$ cat src/rtl/dls_pkg.sv
package dls_pkg;
  typedef enum logic [1:0] {
    ST_LOAD,
    ST_SETUP,
    ST_STROBE,
    ST_RELEASE
  } wr_state_e;

  localparam logic [7:0] ASCII_NL   = 8'h0A;
  localparam logic [7:0] ASCII_ZERO = 8'h30;

  function automatic logic [7:0] bcd_to_ascii(input logic [3:0] d);
    return ASCII_ZERO | {4'h0, d};
  endfunction
endpackage

$ cat src/rtl/dls_bcd_digit.sv
module dls_bcd_digit (
  input  logic       clk,
  input  logic       rst,
  input  logic       clr,
  input  logic       cin,
  output logic [3:0] q
);
  always_ff @(posedge clk) begin
    if (rst || clr) begin
      q <= 4'd0;
    end else if (cin) begin
      q <= (q == 4'd9) ? 4'd0 : q + 4'd1;
    end
  end
endmodule

$ cat src/rtl/dls_bcd_counter.sv
module dls_bcd_counter #(
  parameter int DIGITS = 10
) (
  input  logic                clk,
  input  logic                rst,
  input  logic                clr,
  input  logic                inc,
  output logic [DIGITS*4-1:0] bcd
);
  logic [DIGITS-1:0] carry;

  assign carry[0] = inc;

  for (genvar g = 0; g < DIGITS; g++) begin : g_digit
    dls_bcd_digit u_digit (
      .clk (clk),
      .rst (rst),
      .clr (clr),
      .cin (carry[g]),
      .q   (bcd[g*4 +: 4])
    );
    if (g < DIGITS - 1) begin : g_carry
      assign carry[g+1] = carry[g] & (bcd[g*4 +: 4] == 4'd9);
    end
  end
endmodule

$ cat src/rtl/dls_line_framer.sv
module dls_line_framer
  import dls_pkg::*;
#(
  parameter int DIGITS = 10
) (
  input  logic                clk,
  input  logic                rst,
  input  logic                room_n,
  input  logic [DIGITS*4-1:0] bcd,
  output logic                wr_stb,
  output logic [7:0]          fifo_data,
  output logic                step
);
  localparam int HOLD_W = DIGITS * 4;
  localparam int IDX_W  = $clog2(DIGITS + 1);
  localparam logic [IDX_W-1:0] IDX_NL   = IDX_W'(DIGITS);
  localparam logic [IDX_W-1:0] IDX_LAST = IDX_W'(DIGITS - 1);

  wr_state_e         state;
  logic [HOLD_W-1:0] hold;
  logic [IDX_W-1:0]  idx;

  assign step = (state == ST_RELEASE) && (idx == IDX_NL);

  always_ff @(posedge clk) begin
    if (rst) begin
      state     <= ST_LOAD;
      wr_stb    <= 1'b0;
      fifo_data <= 8'h00;
      hold      <= '0;
      idx       <= '0;
    end else begin
      case (state)
        ST_LOAD: begin
          hold      <= bcd;
          fifo_data <= bcd_to_ascii(bcd[HOLD_W-1 -: 4]);
          idx       <= '0;
          state     <= ST_SETUP;
        end
        ST_SETUP: begin
          if (!room_n) begin
            wr_stb <= 1'b1;
            state  <= ST_STROBE;
          end
        end
        ST_STROBE: begin
          wr_stb <= 1'b0;
          state  <= ST_RELEASE;
        end
        default: begin
          if (idx == IDX_NL) begin
            state <= ST_LOAD;
          end else begin
            idx       <= idx + 1'b1;
            hold      <= {hold[HOLD_W-5:0], 4'h0};
            fifo_data <= (idx == IDX_LAST) ? ASCII_NL
                                           : bcd_to_ascii(hold[HOLD_W-5 -: 4]);
            state     <= ST_SETUP;
          end
        end
      endcase
    end
  end
endmodule

$ cat src/rtl/dec_line_streamer.sv
module dec_line_streamer #(
  parameter int CNT_W  = 32,
  parameter int DIGITS = 10,
  parameter int LED_W  = 8
) (
  input  logic             clk,
  input  logic             rst,
  input  logic             room_n,
  output logic             wr_stb,
  output logic             rd_stb_n,
  output logic [7:0]       fifo_data,
  output logic [LED_W-1:0] leds
);
  logic [CNT_W-1:0]    count;
  logic [DIGITS*4-1:0] bcd;
  logic                step;
  logic                at_max;

  assign at_max = &count;

  always_ff @(posedge clk) begin
    if (rst) begin
      count <= '0;
    end else if (step) begin
      count <= count + 1'b1;
    end
  end

  dls_bcd_counter #(.DIGITS(DIGITS)) u_bcd (
    .clk (clk),
    .rst (rst),
    .clr (step & at_max),
    .inc (step & ~at_max),
    .bcd (bcd)
  );

  dls_line_framer #(.DIGITS(DIGITS)) u_framer (
    .clk       (clk),
    .rst       (rst),
    .room_n    (room_n),
    .bcd       (bcd),
    .wr_stb    (wr_stb),
    .fifo_data (fifo_data),
    .step      (step)
  );

  assign leds     = count[CNT_W-1 -: LED_W];
  assign rd_stb_n = 1'b1;
endmodule

$ cat config.mk
export PLATFORM = sky130hd
export DESIGN_NAME = dec_line_streamer
export DESIGN_NICKNAME = d
export VERILOG_FILES = /design/src/rtl/dls_pkg.sv /design/src/rtl/dls_bcd_digit.sv /design/src/rtl/dls_bcd_counter.sv /design/src/rtl/dls_line_framer.sv /design/src/rtl/dec_line_streamer.sv
export SDC_FILE = /design/constraint.sdc
export NUM_CORES = 1
export LEC_CHECK = 0
export BUFFER_PORTS_ARGS = -buffer_cell sky130_fd_sc_hd__buf_4
export CORE_MARGIN = 2
export CORE_UTILIZATION = 54
export CTS_CLUSTER_DIAMETER = 200
export DETAILED_ROUTE_END_ITERATION = 12
export GPL_TIMING_DRIVEN = 0
export PLACE_DENSITY = 0.71
export SLEW_MARGIN = 30
export SYNTH_ARGS = -nofsm -noshare
export SYNTH_HDL_FRONTEND = slang
export SYNTH_SLANG_ARGS = --single-unit
$ cat constraint.sdc
create_clock -name clk -period 6.1 [get_ports clk]
set_clock_uncertainty 0.2 [all_clocks]
set_input_delay 1.22 -clock clk [delete_from_list [all_inputs] [get_ports clk]]
set_output_delay 1.22 -clock clk [all_outputs]
set_load 0.005 [all_outputs]
# Word-level counts from Yosys, hierarchy flattened

Index checks and enable logic that the tools add are counted.

Memories: 0
Bits in latches: 0
Word-level logic and storage cells: 88
Output and inout port bits: 18
Memory bits (writable): 0
Memory bits (read-only): 0
Bits in registers: 123

Shift operators: 0
Bitwise operators: 13
Muxes and demuxes: 22
Add/subtract/negate cells: 12
Divide/modulo/power cells: 0
$lt $le $gt $ge: 0
Equal/unequal tests: 17
Multiply operators: 0
Reductions and logical operators: 8

Operators with widths:

| operator                                                               | number |
|---|---|
| 36-bit case mux with 2 select lines                                    | 1 |
| 4-bit equality test (second input constant)                            | 12 |
| 4-bit by 1-bit adder with 4-bit output (second input constant)         | 11 |
| 4-bit 2-to-1 mux                                                       | 11 |
| 36-bit 2-to-1 mux                                                      | 1 |
| 32-bit by 1-bit adder with 32-bit output (second input constant)       | 1 |
| 32-bit AND reduction                                                   | 1 |
| 8-bit case mux with 2 select lines                                     | 1 |
| 1-bit AND                                                              | 11 |
| 8-bit 2-to-1 mux                                                       | 1 |
| 4-bit case mux with 2 select lines                                     | 1 |
| 6-bit 2-to-1 mux                                                       | 1 |
| 2-bit case mux with 3 select lines                                     | 1 |
| 2-bit equality test (second input constant)                            | 2 |
| 2-bit != test (second input constant)                                  | 2 |
| 2-bit AND reduction                                                    | 2 |
| 2-bit by 1-bit equality test with 1-bit output (second input constant) | 1 |
| 2-bit zero test                                                        | 1 |
| 1-bit 2-to-1 mux                                                       | 2 |
| 2-bit 2-to-1 mux                                                       | 1 |
| 1-bit NOT                                                              | 2 |
| 1-bit case mux with 2 select lines                                     | 1 |
| 2-bit nonzero test                                                     | 1 |
| 2-bit OR reduction                                                     | 1 |
| 2 further kinds                                                        | 2 |

# Logic depth before layout (Yosys ltp)

Gate-level depths: netlist of the first run.

Depth after elaboration: 12
Mapped depth: 10

# Cells and area by module

From an unflattened synthesis of the first run, not the netlist that was laid out.

Cells, all modules: 664
Area total of the unflattened synthesis: 6,090.8 um^2

By module, submodules not included:

| module            | area each (um^2) | cells an instance | instances | sequential area each (um^2) |
|---|---|---|---|---|
| dls_line_framer   | 2,442.3          | 255               | 1         | 960.9 |
| dls_bcd_digit     | 180.2            | 20                | 10        | 80.1 |
| dec_line_streamer | 1,632.8          | 186               | 1         | 640.6 |
| dls_bcd_counter   | 214.0            | 23                | 1         | 0.0 |

# Worst setup path before layout of the first run

No wires, ideal clock.

Kind: input to register
Start: input rst
End: register u_bcd.g_digit[6].u_digit.q[0]
Required time: 5.775 ns
Data arrival time: 2.055 ns
Path slack: 3.719 ns
Stages: 6
Buffers on the path: 3
Cell sequence: clkbuf_1 inv_1 o21ai_1 buf_2 buf_4 a21oi_1

Longest elaborated chain between the ends: 1

RTL lines:

| element                | RTL line               | text |
|---|---|---|
| start: declaration     | dec_line_streamer.sv:7 | `input logic rst,` |
| 1-bit logical OR       | dls_bcd_digit.sv:9     | `if (rst \|\| clr) begin` |
| end signal: assignment | dls_bcd_digit.sv:12    | `q <= (q == 4'd9) ? 4'd0 : q + 4'd1;` |
| end: declaration       | dls_bcd_digit.sv:6     | `output logic [3:0] q` |

Every way passes these cells.
A chain may end at the register's enable or synchronous reset.

# Worst setup path after layout of the first run

Start: register u_framer.idx[0]
End: register u_framer.hold[15]

Longest elaborated chain between the ends: 3

RTL lines:

| element                              | RTL line              | text |
|---|---|---|
| start: declaration                   | dls_line_framer.sv:21 | `logic [IDX_W-1:0] idx;` |
| start signal: assignment             | dls_line_framer.sv:54 | `idx <= idx + 1'b1;` |
| 4-bit equality test                  | dls_line_framer.sv:51 | `if (idx == IDX_NL) begin` |
| 2-bit != test (no source line)       | --                    |  |
| 2-bit AND reduction (no source line) | --                    |  |
| end signal: assignment               | dls_line_framer.sv:55 | `hold <= {hold[HOLD_W-5:0], 4'h0};` |
| end: declaration                     | dls_line_framer.sv:20 | `logic [HOLD_W-1:0] hold;` |

Every way passes these cells.

==> impl_results.md, run 1 <==
- Final period util: 0.446
- DIE HEIGHT: 109 um
- Pwr dens: 396 nW/um^2
- Register-to-Register Setup Slack: 3380 ps
- Final instance area: 6850 sq um
- Starting density of the core: 0.551
- Post-route ant nets: 0
- Port bufs: 16
- Placed cell area: 6250 sq um
- H-tree depth: 4
- Clock tree sinks: 120
- Fin worst setup slack: 3380 ps
- Post-CTS Setup Bufs: 0
- Kind of critical path: reg -> reg
- First-pass GRT wire length: 23.7 mm
- Worst-Margin Slew: 764 ps
- Total wire length: 14.5 mm
- FF-to-FF End: u_framer.hold[15]
- # diodes: 0
- Clk Latency, worst-skew pair: 530 ps
- CP arrival: 2950 ps
- Ports: 21
- Min cycle time layout: 2720 ps
- Post-Synthesis Mean Instance Area: 8.53 sq um
- Register area: 2400 sq um
- Setup violations, final: 0
- GRT Total Usage: 0.259
- Wire per inst: 16.3 um
- # Max-Cap Violations: 0
- Synth-to-Final Area Change: 15.0%
- WP data required: 6330 ps
- DR vias: 5142
- Global route total overflow: 0
- Slew Viols, Final: 0
- Initial antenna violation count: 0
- Register clock-pin slew on the reported worst setup and hold paths: 60 ps
- Fin Setup TNS: 0 ps
- Gpl congestion: 0.851
- Top-area cell type share of the netlist area: 0.404
- Slew margin rel.: 0.487
- Critical Path Source Type: flip-flop
- Area of the multi-input gates: 3190 sq um
- Die area: 11900 sq um
- Mapped Cells: 698
- Layout cells sized above 1: 0.112
- Critical-path maximum fanout: 10
- Hold path depth: 2
- R2R depth: 8
- FF+latch count, synth: 120
- Max Freq: 0.368 GHz
- Synth area leaders: dfxtp_1 40%, nor2_1 6.9%, mux2i_1 6.6%
- Worst slack, placed: 3090 ps
- Crit path capture type: flip-flop
- Fill cells: 887
- Hold WS: 257 ps
- CTS tree: done
- Area of the mapped netlist: 5950 sq um
- Yosys cell types: 57
- HP Class: reg -> reg
- Horiz. Die Dim: 109 um
- Reg2Reg Launch Point: u_framer.idx[0]
- Final HPWL DP: 10.0 mm
- DR DRC count: 0
- Post-CTS resize count: 0
- Root Driver: clkbuf_8
- CTS Hold Buffers Added: 0
- Final Hold Viols: 0
- Initial DRC Count: 457
- Pleak: 2.58 nW
- Hold EP: u_framer.hold[0]
- First-pass DRT Iterations: 5
- CTS buffer count: 17
- Final nets: 746
- Largest net degree at the start of global routing: 17
- Synth Warn #: 0
- Clock Path Buffers: 2
- Post-synth top area cell: dfxtp_1
- Post-synth EDFFs: 0
- Outcome: complete, no violations
- Seq/Total Area, Yosys: 0.404
- Overall Power: 0.00271 W
- Vias in the first global route: 4814
- Post-synth ARST share: 0
- RSZ-0062 raised after global routing: no
- Vias per inst: 5.80
- Core area: 10800 sq um
- Row count: 38
- IR Drop Worst-Case VDD: 0.257 mV
- Hold_sp: u_framer.hold[0]
- Top_reg_cell synth: dfxtp_1
-- power by group --
| part | leakage [nW] | internal, W | switching, W |
|---|---|---|---|
| logic | 1.32 | 0.000279 | 0.000485 |
| registers | 0.974 | 0.000878 | 0.0000619 |
| clock network | 0.283 | 0.000641 | 0.000362 |
| total | 2.58 | 0.00180 | 0.000909 |
-- cells by family (layout without fill, tap and decap cells) --
kind of cell / after synthesis / in the layout / synth area share
simple gates: 299 / 299 / 0.264
flops: 120 / 120 / 0.404
compound gates: 107 / 107 / 0.114
buf+inv: 74 / 122 / 0.0614
xor+xnor: 47 / 47 / 0.0692
mux: 40 / 40 / 0.0675
fa+ha+maj: 9 / 9 / 0.0189
other cells: 2 / 3 / 0.00126
-- synth_stat cells, types with 2 or more instances --
| library cell | instances |
|---|---|
| nand4_1 | 21 |
| and2_1 | 6 |
| nor3b_1 | 7 |
| buf_4 | 17 |
| nor4_1 | 2 |
| and3_1 | 6 |
| dfxtp_1 | 120 |
| xnor2_1 | 19 |
| nand3b_1 | 3 |
| nor2b_1 | 7 |
| a211oi_1 | 35 |
| nor3_1 | 15 |
| clkbuf_1 | 30 |
| a31oi_1 | 6 |
| a211o_1 | 3 |
| conb_1 | 2 |
| nor2_1 | 109 |
| nand2_1 | 50 |
| a221oi_1 | 3 |
| or3_1 | 9 |
| xor2_1 | 28 |
| and4_1 | 8 |
| buf_6 | 2 |
| nand4b_1 | 3 |
| ha_1 | 9 |
| buf_2 | 7 |
| o31ai_1 | 2 |
| o21ai_1 | 2 |
| a21oi_1 | 35 |
| or4_1 | 3 |
| and4bb_1 | 2 |
| and4b_1 | 4 |
| mux2i_1 | 39 |
| nor4bb_1 | 2 |
| o21ai_0 | 15 |
| nand3_1 | 28 |
| inv_1 | 18 |
| o2111ai_1 | 2 |
-- critical path: stages, from the launching register on --
cell and delay [ps]:
dfxtp_1 440, inv_1 70, ha_1 220, nand3b_1 240, nor2_1 90, nor2_1 570
clkbuf_1 460, nor2_1 80, a211oi_1 240
-- cell usage in the layout, fill, tap and decap left out, types with 6 or more instances in the layout --
cell and count:
a211oi_1 35, and4_1 8, clkbuf_1 31, a31oi_1 6, nor3_1 15, nor3b_1 7
o21ai_0 15, xnor2_1 19, nand3_1 28, buf_4 33, nand4_1 21, buf_2 7
dfxtp_1 120, clkbuf_16 16, ha_1 9, xor2_1 28, nor2_1 109, nand2_1 50
nor2b_1 7, or3_1 9, a21oi_1 35, inv_1 18, and3_1 6, and2_1 6
mux2i_1 39
-- sequential cells by signal (all words and copies together) (netlist names) --
name                     count
u_bcd.g_digit.u_digit.q     40
u_framer.hold               36
count                       32
u_framer.fifo_data           5
u_framer.idx                 4
u_framer.state               2
u_framer.wr_stb              1
-- area by class of cell --
| class | count | area share |
|---|---|---|
| Multi-Input combinational cell | 505 | 0.466 |
| Clock buffer | 20 | 0.0651 |
| Tap cell | 140 | 0.0256 |
| Sequential cell | 120 | 0.351 |
| Inverter | 18 | 0.00987 |
| Buffer | 56 | 0.0435 |
| Clock inverter | 12 | 0.0218 |
| Timing Repair Buffer | 16 | 0.0175 |
-- per-stage QoR --
stage               cells   util
CTS                   887  0.634
global placement      855  0.579
finish                887  0.634
global route          887  0.634
floorplan             699      -
detailed placement    855  0.579
-- worst max path at each step --
| stage | start | to | cells past startpoint |
|---|---|---|---|
| after CTS | u_framer.state[0] | u_framer.hold[11] | 8 |
| after global routing | u_framer.idx[0] | u_framer.hold[11] | 8 |
| after detailed placement | rst | u_bcd.g_digit[3].u_digit.q[1] | 6 |
| final | u_framer.idx[0] | u_framer.hold[15] | 8 |
| after global placement | rst | u_bcd.g_digit[4].u_digit.q[3] | 6 |
| after floorplan | rst | u_bcd.g_digit[6].u_digit.q[0] | 6 |
-- per-layer routing --
metal / track usage / up-vias / share of wire
li1: - / 2511 / -
met1: 0.343 / 2469 / 0.47
met2: 0.394 / 138 / 0.46
met3: 0.0693 / 24 / 0.052
met4: 0.115 / 0 / 0.017
met5: 0 / - / 0
(Power assumes the default switching activity.)
==> inputs of run 2 (changes only) <==
--- a/config.mk
+++ b/config.mk
@@ -11,7 +11,7 @@
 export CTS_CLUSTER_DIAMETER = 200
 export DETAILED_ROUTE_END_ITERATION = 12
 export GPL_TIMING_DRIVEN = 0
-export PLACE_DENSITY = 0.71
+export PLACE_DENSITY = 0.74
 export SLEW_MARGIN = 30
 export SYNTH_ARGS = -nofsm -noshare
 export SYNTH_HDL_FRONTEND = slang
==> constraint.sdc (replaced) <==
create_clock -name clk -period 2.45 [get_ports clk]
set_clock_uncertainty 0.2 [all_clocks]
set_input_delay 0.49 -clock clk [delete_from_list [all_inputs] [get_ports clk]]
set_output_delay 0.49 -clock clk [all_outputs]
set_load 0.005 [all_outputs]
==> run 2 against run 1 <==
Core utilization is 1.4 points higher. Non-clock buffer count rose by 5. Register-to-register slack got worse by 3300 ps. Combinational power grew to 2.6 times the previous value.
==> impl_results.md, run 2 (synthesis gave the netlist of run 1 again) <==
- Outcome: complete, no violations
- Die area: 11900 sq um (unchanged)
- Root Driver: clkbuf_8
- DIE HEIGHT: 109 um (unchanged)
- Horiz. Die Dim: 109 um (unchanged)
- Row count: 38 (unchanged)
- Slew margin rel.: 0.504 (+0.0174)
- Register clock-pin slew on the reported worst setup and hold paths: 50 ps (about the same)
- Final HPWL DP: 10.0 mm (-0.17%)
- Placed cell area: 6250 sq um (unchanged)
- Clock Path Buffers: 2 (unchanged)
- Final period util: 0.973 (+0.527)
- First-pass DRT Iterations: 5 (unchanged)
- Final Hold Viols: 0 (unchanged)
- Post-route ant nets: 0 (unchanged)
- Core area: 10800 sq um (unchanged)
- GRT Total Usage: 0.260 (+0.00125)
- Hold WS: 60.3 ps (-197 ps)
- Reg2Reg Launch Point: u_bcd.g_digit[2].u_digit.q[0]
- Wire per inst: 16.4 um (+0.56%)
- Global route total overflow: 0 (unchanged)
- Dpl cells: 855 (unchanged)
- Fin cells: 888 (+0.11%)
- Critical Path Source Type: flip-flop
- Initial DRC Count: 469 (+2.6%)
- Starting density of the core: 0.551 (unchanged)
- Setup violations, final: 0 (unchanged)
- Total wire length: 14.6 mm (+0.68%)
- Max Freq: 0.420 GHz (+14%)
- First-pass GRT wire length: 23.9 mm (+1.2%)
- RSZ-0062 raised after global routing: yes
- H-tree depth: 4 (unchanged)
- DR DRC count: 0 (unchanged)
- Final instance area: 6990 sq um (+2.2%)
- Slew Viols, Final: 0 (unchanged)
- Grt met2 use: 0.418 (+0.0235)
- Pwr dens: 940 nW/um^2 (+140%)
- IR Drop Worst-Case VDD: 0.660 mV (+160%)
- Crit path capture type: flip-flop
- Crit path max-delay family: simple AND/OR/NAND/NOR gates
- Fin Setup TNS: 0 ps (unchanged)
- Clk Latency, worst-skew pair: 520 ps (about the same)
- Critical-path maximum fanout: 7 (-3)
- CTS tree: done
- Slowest cell on the critical path: dfxtp_1
- Synth-to-Final Area Change: 17.5%
- Layout cells sized above 1: 0.151 (+0.0386)
- Critical path buffers and inverters: 1 (-1)
- # diodes: 0 (unchanged)
- Clock tree sinks: 120 (unchanged)
- Max reg flops: 40 (unchanged)
- Final nets: 751 (+0.67%)
- Top flop regs: u_bcd.g_digit.u_digit.q (40), u_framer.hold (36), count (32)
- Vias in the first global route: 4869 (+1.1%)
- HP Class: in -> reg
- Pleak: 2.68 nW (+4.0%)
- # Max-Cap Violations: 0 (unchanged)
- Most used routing layer: met2
- GR Util met1: 0.343 (-0.000416)
- Min cycle time layout: 2380 ps (-336 ps)
- Crit path from: u_bcd.g_digit[2].u_digit.q[0]
- WP data required: 2710 ps (-3620 ps)
- Crit-path max cell delay: 440 ps (-130 ps)
- Commonest non-fill, non-tap cell in the layout: dfxtp_1
- CP arrival: 2640 ps (-310 ps)
- Most frequent cells in the layout: 116 x dfxtp_1, 105 x nor2_1, 50 x nand2_1
- Initial antenna violation count: 0 (unchanged)
- Fin worst setup slack: 67.2 ps (-3310 ps)
- GR Layer Usage met3: 0.0580 (-0.0114)
- Kind of critical path: reg -> reg
- Worst-Margin Slew: 743 ps (-20.4 ps)
- DR vias: 5170 (+0.54%)
- Gpl congestion: 0.835 (-1.9%)
- CP Cell Sequence: and4bb_1 > nand2_2 > nor4_4 > buf_4 > nand4_2 > or4_1 > a21oi_1
- Vias per inst: 5.82 (+0.43%)
- CTS buffer count: 17 (unchanged)
- Port bufs: 16 (unchanged)
- Ports: 21 (unchanged)
- Largest net degree at the start of global routing: 17 (unchanged)
- Largest Register: u_bcd.g_digit.u_digit.q
- Worst slack, placed: -242 ps (-3340 ps)
- Hold_sp: room_n
## run 2: final timing paths
| kind | end | slack [ps] | cells after the start |
|---|---|---|---|
| max | u_bcd.g_digit[6].u_digit.q[0] | 70 | 7 |
| min | u_framer.state[1] | 60 | 3 |
| max reg2reg | u_bcd.g_digit[6].u_digit.q[0] | 70 | 7 |
| min reg2reg | u_framer.hold[0] | 270 | 2 |
## run 2: timing repair
| action | 4_1_cts | 5_1_grt |
|---|---|---|
| pin swaps | 2 | 1 |
| gates resized for setup | 21 | 29 |
| buffers inserted | 5 | 2 |
| hold buffers | 0 | 0 |
| setup endpoints to repair | 77 | 84 |
## run 2: where the power goes
group | internal [W] | switching [W] | total (W)
logic | 0.000729 | 0.00124 | 0.00197
registers | 0.00219 | 0.000155 | 0.00235
clock network | 0.00142 | 0.000828 | 0.00225
total | 0.00435 | 0.00223 | 0.00657
## run 2: metal layers
layer	vias up	part of all wire
met5	-	0
met4	0	0.022
met3	23	0.048
met2	131	0.47
met1	2505	0.46
li1	2511	-
## run 2: worst register-to-register path: stages, from the launching register on
cell      delay, ps
dfxtp_1         440
and4bb_1        350
nand2_2         120
nor4_4          250
buf_4           210
nand4_2         170
or4_1           420
a21oi_1         150
## run 2: final cells by class
type,instances,area (sq um)
Sequential cell,120,2410
Tap cell,140,175
Clock buffer,24,480
Fill cell,869,3800
Inverter,18,67.6
Clock inverter,4,45.0
Timing Repair Buffer,23,173
Multi-Input combinational cell,505,3320
Buffer,54,327
## run 2: per-stage QoR
stage,power (W),util
6_report,0.00657,0.648
5_1_grt,0.00689,0.648
4_1_cts,0.00653,0.640
3_5_place_dp,0.00425,0.579
3_3_place_gp,0.00418,0.579
2_1_floorplan,0.00374,-
==> inputs of run 3 (changes only) <==
--- a/config.mk
+++ b/config.mk
@@ -8,6 +8,7 @@
 export BUFFER_PORTS_ARGS = -buffer_cell sky130_fd_sc_hd__buf_4
 export CORE_MARGIN = 2
 export CORE_UTILIZATION = 54
+export CTS_BUF_LIST = sky130_fd_sc_hd__clkbuf_4 sky130_fd_sc_hd__clkbuf_8
 export CTS_CLUSTER_DIAMETER = 200
 export DETAILED_ROUTE_END_ITERATION = 12
 export GPL_TIMING_DRIVEN = 0
@@ -15,4 +16,5 @@
 export SLEW_MARGIN = 30
 export SYNTH_ARGS = -nofsm -noshare
 export SYNTH_HDL_FRONTEND = slang
+export SYNTH_HIERARCHICAL = 1
 export SYNTH_SLANG_ARGS = --single-unit
==> constraint.sdc (replaced) <==
create_clock -name clk -period 2.45 [get_ports clk]
set_clock_uncertainty 0.2 [all_clocks]
set_input_delay 0.49 -clock clk [delete_from_list [all_inputs] [get_ports clk]]
set_output_delay 0.49 -clock clk [all_outputs]
set_load 0.01 [all_outputs]
==> run 3 against run 2 <==
The flow now finishes with violations (negative setup slack). Critical endpoint is now u_bcd/g_digit[7].u_digit/q[3]. Total power shrank 21%. Fmax shrank 20%. Critical path type unchanged. Final cell count grew 1.8%. Critical path depth grew 5. Sequential share of layout area shrank 2.6 points. Worst hold slack gained 70 ps. Combinational power shrank 23%. Clock power shrank 28%. First-iteration DRC count shrank 26%. Worst setup slack lost 600 ps. Routed wire length grew 3.9%. Sequential power shrank 11%. Highest routed layer unchanged.
==> impl_results.md, run 3 <==
- Kind of critical path: reg -> reg
- Layout cells sized above 1: 0.327 (+0.176)
- CTS Hold Buffers Added: 0 (unchanged)
- DR vias: 5351 (+3.5%)
- First-pass DRT Iterations: 4 (-1)
- DR WL met3: 530 um (-24%)
- HP Class: in -> reg
- Top flop regs: u_bcd/g_digit.u_digit/q (40), u_framer/hold (36), count (32)
- Min cycle time layout: 2980 ps (+597 ps)
- FF+latch count, synth: 120 (unchanged)
- Slew Viols, Final: 0 (unchanged)
- # diodes: 0 (unchanged)
- Row count: 38 (unchanged)
- Clk Latency, worst-skew pair: 450 ps (-70 ps)
- Reg2Reg Launch Point: u_framer/idx[0]
- Final nets: 765 (+1.9%)
- Gpl congestion: 0.806 (-3.4%)
- Area of the mapped netlist: 6090 sq um (+2.3%)
- H-tree depth: 4 (unchanged)
- Mapped Cells: 664 (-4.9%)
- Post-route ant nets: 0 (unchanged)
- Fin util: 0.700 (+0.0515)
- Top Layer Used: met4
- Top-area cell type share of the netlist area: 0.394 (-0.00920)
- Met2 wire len: 7.64 mm (+12%)
- Setup violations, final: 34 (+34)
- Post-synth top area cell: dfxtp_1
- Dpl cells: 822 (-3.9%)
- Vias per inst: 5.92 (+1.7%)
- Synth cell count leaders: 120 x dfxtp_1, 58 x nand2_1, 39 x a21oi_1
- Port bufs: 17 (+1)
- Initial antenna violation count: 0 (unchanged)
- Core area: 10900 sq um (+1.3%)
- Outcome: finished, violations left
- Ports: 21 (unchanged)
- # Max-Cap Violations: 0 (unchanged)
- Synth area leaders: dfxtp_1 39%, mux2i_1 5.4%, a31o_1 4.2%
- Register area: 2430 sq um (+0.99%)
- Fin cells: 904 (+1.8%)
- Pwr dens: 681 nW/um^2 (-28%)
- First-pass GRT wire length: 24.0 mm (+0.40%)
- Clock Path Buffers: 2 (unchanged)
- Yosys cell types: 55 (-3.5%)
- Post-synth EDFFs: 0 (unchanged)
- Hold EP: u_framer/state[0]
- M1 WL: 6.68 mm (-0.93%)
- Synth Warn #: 6 (+6)
- Largest net degree at the start of global routing: 34 (+17)
- Final period util: 1.22 (+0.244)
- Pleak: 2.87 nW (+7.2%)
- Die area: 12100 sq um (+2.3%)
- WP data required: 2630 ps (-80 ps)
- Commonest non-fill, non-tap cell in the layout: dfxtp_1
- IR Drop Worst-Case VDD: 0.713 mV (+8.0%)
- Register clock-pin slew on the reported worst setup and hold paths: 60 ps (about the same)
- FF-to-FF End: u_bcd/g_digit[7].u_digit/q[3]
- Top_reg_cell synth: dfxtp_1
- Post-Synthesis Mean Instance Area: 9.17 sq um (+7.6%)
- Final HPWL DP: 8.95 mm (-11%)
- Critical Path Source Type: flip-flop
- GRT Total Usage: 0.254 (-0.00577)
- CP arrival: 3160 ps (+520 ps)
- Hold path depth: 3 (unchanged)
- Fin worst setup slack: -530 ps (-597 ps)
- Hold_sp: room_n
- Most frequent cells in the layout: 107 x dfxtp_1, 61 x buf_4, 53 x nand2_1
- Failing checks: negative setup slack
- Starting density of the core: 0.557 (+0.00551)
- Max reg flops: 40 (unchanged)
- Register-to-Register Setup Slack: -530 ps (-600 ps)
- Seq/Total Area, Yosys: 0.394 (-0.00920)
- Horiz. Die Dim: 110 um (+1.1%)
- Fill cells: 829 (-4.6%)
- Clock tree sinks: 120 (unchanged)
- Vias in the first global route: 5094 (+4.6%)
- Largest Register: u_bcd/g_digit.u_digit/q
- CTS buffer count: 17 (unchanged)
- CTS tree: done
- Post-synth ARST share: 0 (unchanged)
- RSZ-0062 raised after global routing: yes
- Critical-path maximum fanout: 6 (-1)
- Count leader, synth: dfxtp_1
- Area of the multi-input gates: 3640 sq um (+9.8%)
- DR DRC count: 0 (unchanged)
- Initial DRC Count: 349 (-26%)
- R2R depth: 12 (+5)
- Synth-to-Final Area Change: 25.6%
- Root Driver: clkbuf_8
- Global route total overflow: 0 (unchanged)
- Crit path capture type: flip-flop
- DIE HEIGHT: 110 um (+1.1%)
- Max Freq: 0.336 GHz (-20%)
- Slew margin rel.: 0.622 (+0.118)
- Worst-Margin Slew: 566 ps (-177 ps)
- Total wire length: 15.1 mm (+3.9%)
- Final Hold Viols: 0 (unchanged)
- Wire per inst: 16.7 um (+2.1%)
[run 3: cell count changes in the layout (fill, tap and decap cells not counted), sizes merged, moves of 9 or more]
cell    delta
a211oi    -33
a21boi     +9
a31o      +32
buf       +53
clkbuf     -9
mux2      +11
nand4     -13
nor2      -76
nor3      +11
nor4      +31
o22ai     +10
o31ai      +9
xor2      -19
[run 3: critical path: stages, from the launching register on]
cell and delay [ps]:
dfxtp_4 350, inv_4 60, ha_4 120, nand3b_1 140, nor2_4 180, o31a_1 230
nand3b_4 110, or4_4 620, buf_12 190, nor3b_4 230, nand3_2 120, mux2_4 290
o22ai_2 80
[run 3: worst max path at each step]
stage / start / cells past startpoint / to
floorplan: u_framer/idx[0] / 12 / u_bcd/g_digit[7].u_digit/q[1]
global placement: u_framer/idx[0] / 12 / u_bcd/g_digit[9].u_digit/q[1]
detailed placement: u_framer/idx[0] / 12 / u_bcd/g_digit[9].u_digit/q[3]
CTS: u_framer/idx[0] / 12 / u_bcd/g_digit[9].u_digit/q[1]
global route: u_framer/idx[0] / 12 / u_bcd/g_digit[5].u_digit/q[1]
finish: u_framer/idx[0] / 12 / u_bcd/g_digit[7].u_digit/q[3]
[run 3: final cells by class]
type                       instances  share of cell area
buffer                            49              0.0435
clock buffer                      27              0.0445
clock inverter                     3             0.00196
inverter                          25              0.0136
multi-input combinational        471               0.476
sequential                       120               0.318
tap                              140              0.0229
timing repair buffer              69              0.0795
[run 3: through the flow]
step	TNS, ps	cell area [sq um]	hold WS, ps	power [W]	setup slack (ps)
6_report	-12410	7650	130	0.00521	-530
5_1_grt	-16540	7650	128	0.00547	-628
4_1_cts	-12430	7370	118	0.00517	-576
3_5_place_dp	-24950	6490	260	0.00353	-829
3_3_place_gp	-21790	6490	256	0.00349	-753
2_1_floorplan	-9260	6180	248	0.00317	-452
[run 3: cells by family after synthesis]
family	share of synthesized area
AND/OR/NAND/NOR	0.234
buffers and inverters	0.0692
other	0.00123
XOR/XNOR	0.0460
multiplexers	0.0764
AO/OA/AOI/OAI	0.160
adder cells (fa/ha/maj)	0.0185
flip-flops	0.394
[run 3: report_power, final]
part	internal, W	switching, W
sequential	0.00203	0.0000523
combinational	0.000571	0.000940
clock	0.000874	0.000743
total	0.00347	0.00174
[run 3: metal layers]
metal | vias to the layer above | GRT usage
li1 | 2621 | -
met2 | 101 | 0.428
met4 | 0 | 0.0982
met5 | - | 0
met1 | 2606 | 0.317
met3 | 23 | 0.0564
[run 3: repair_timing]
action,CTS,global route
pin swaps,30,24
resized for setup,54,55
buffers inserted,41,18
cloned,1,2
endpoints found under the hold margin,0,0
setup endpoints to repair,49,50
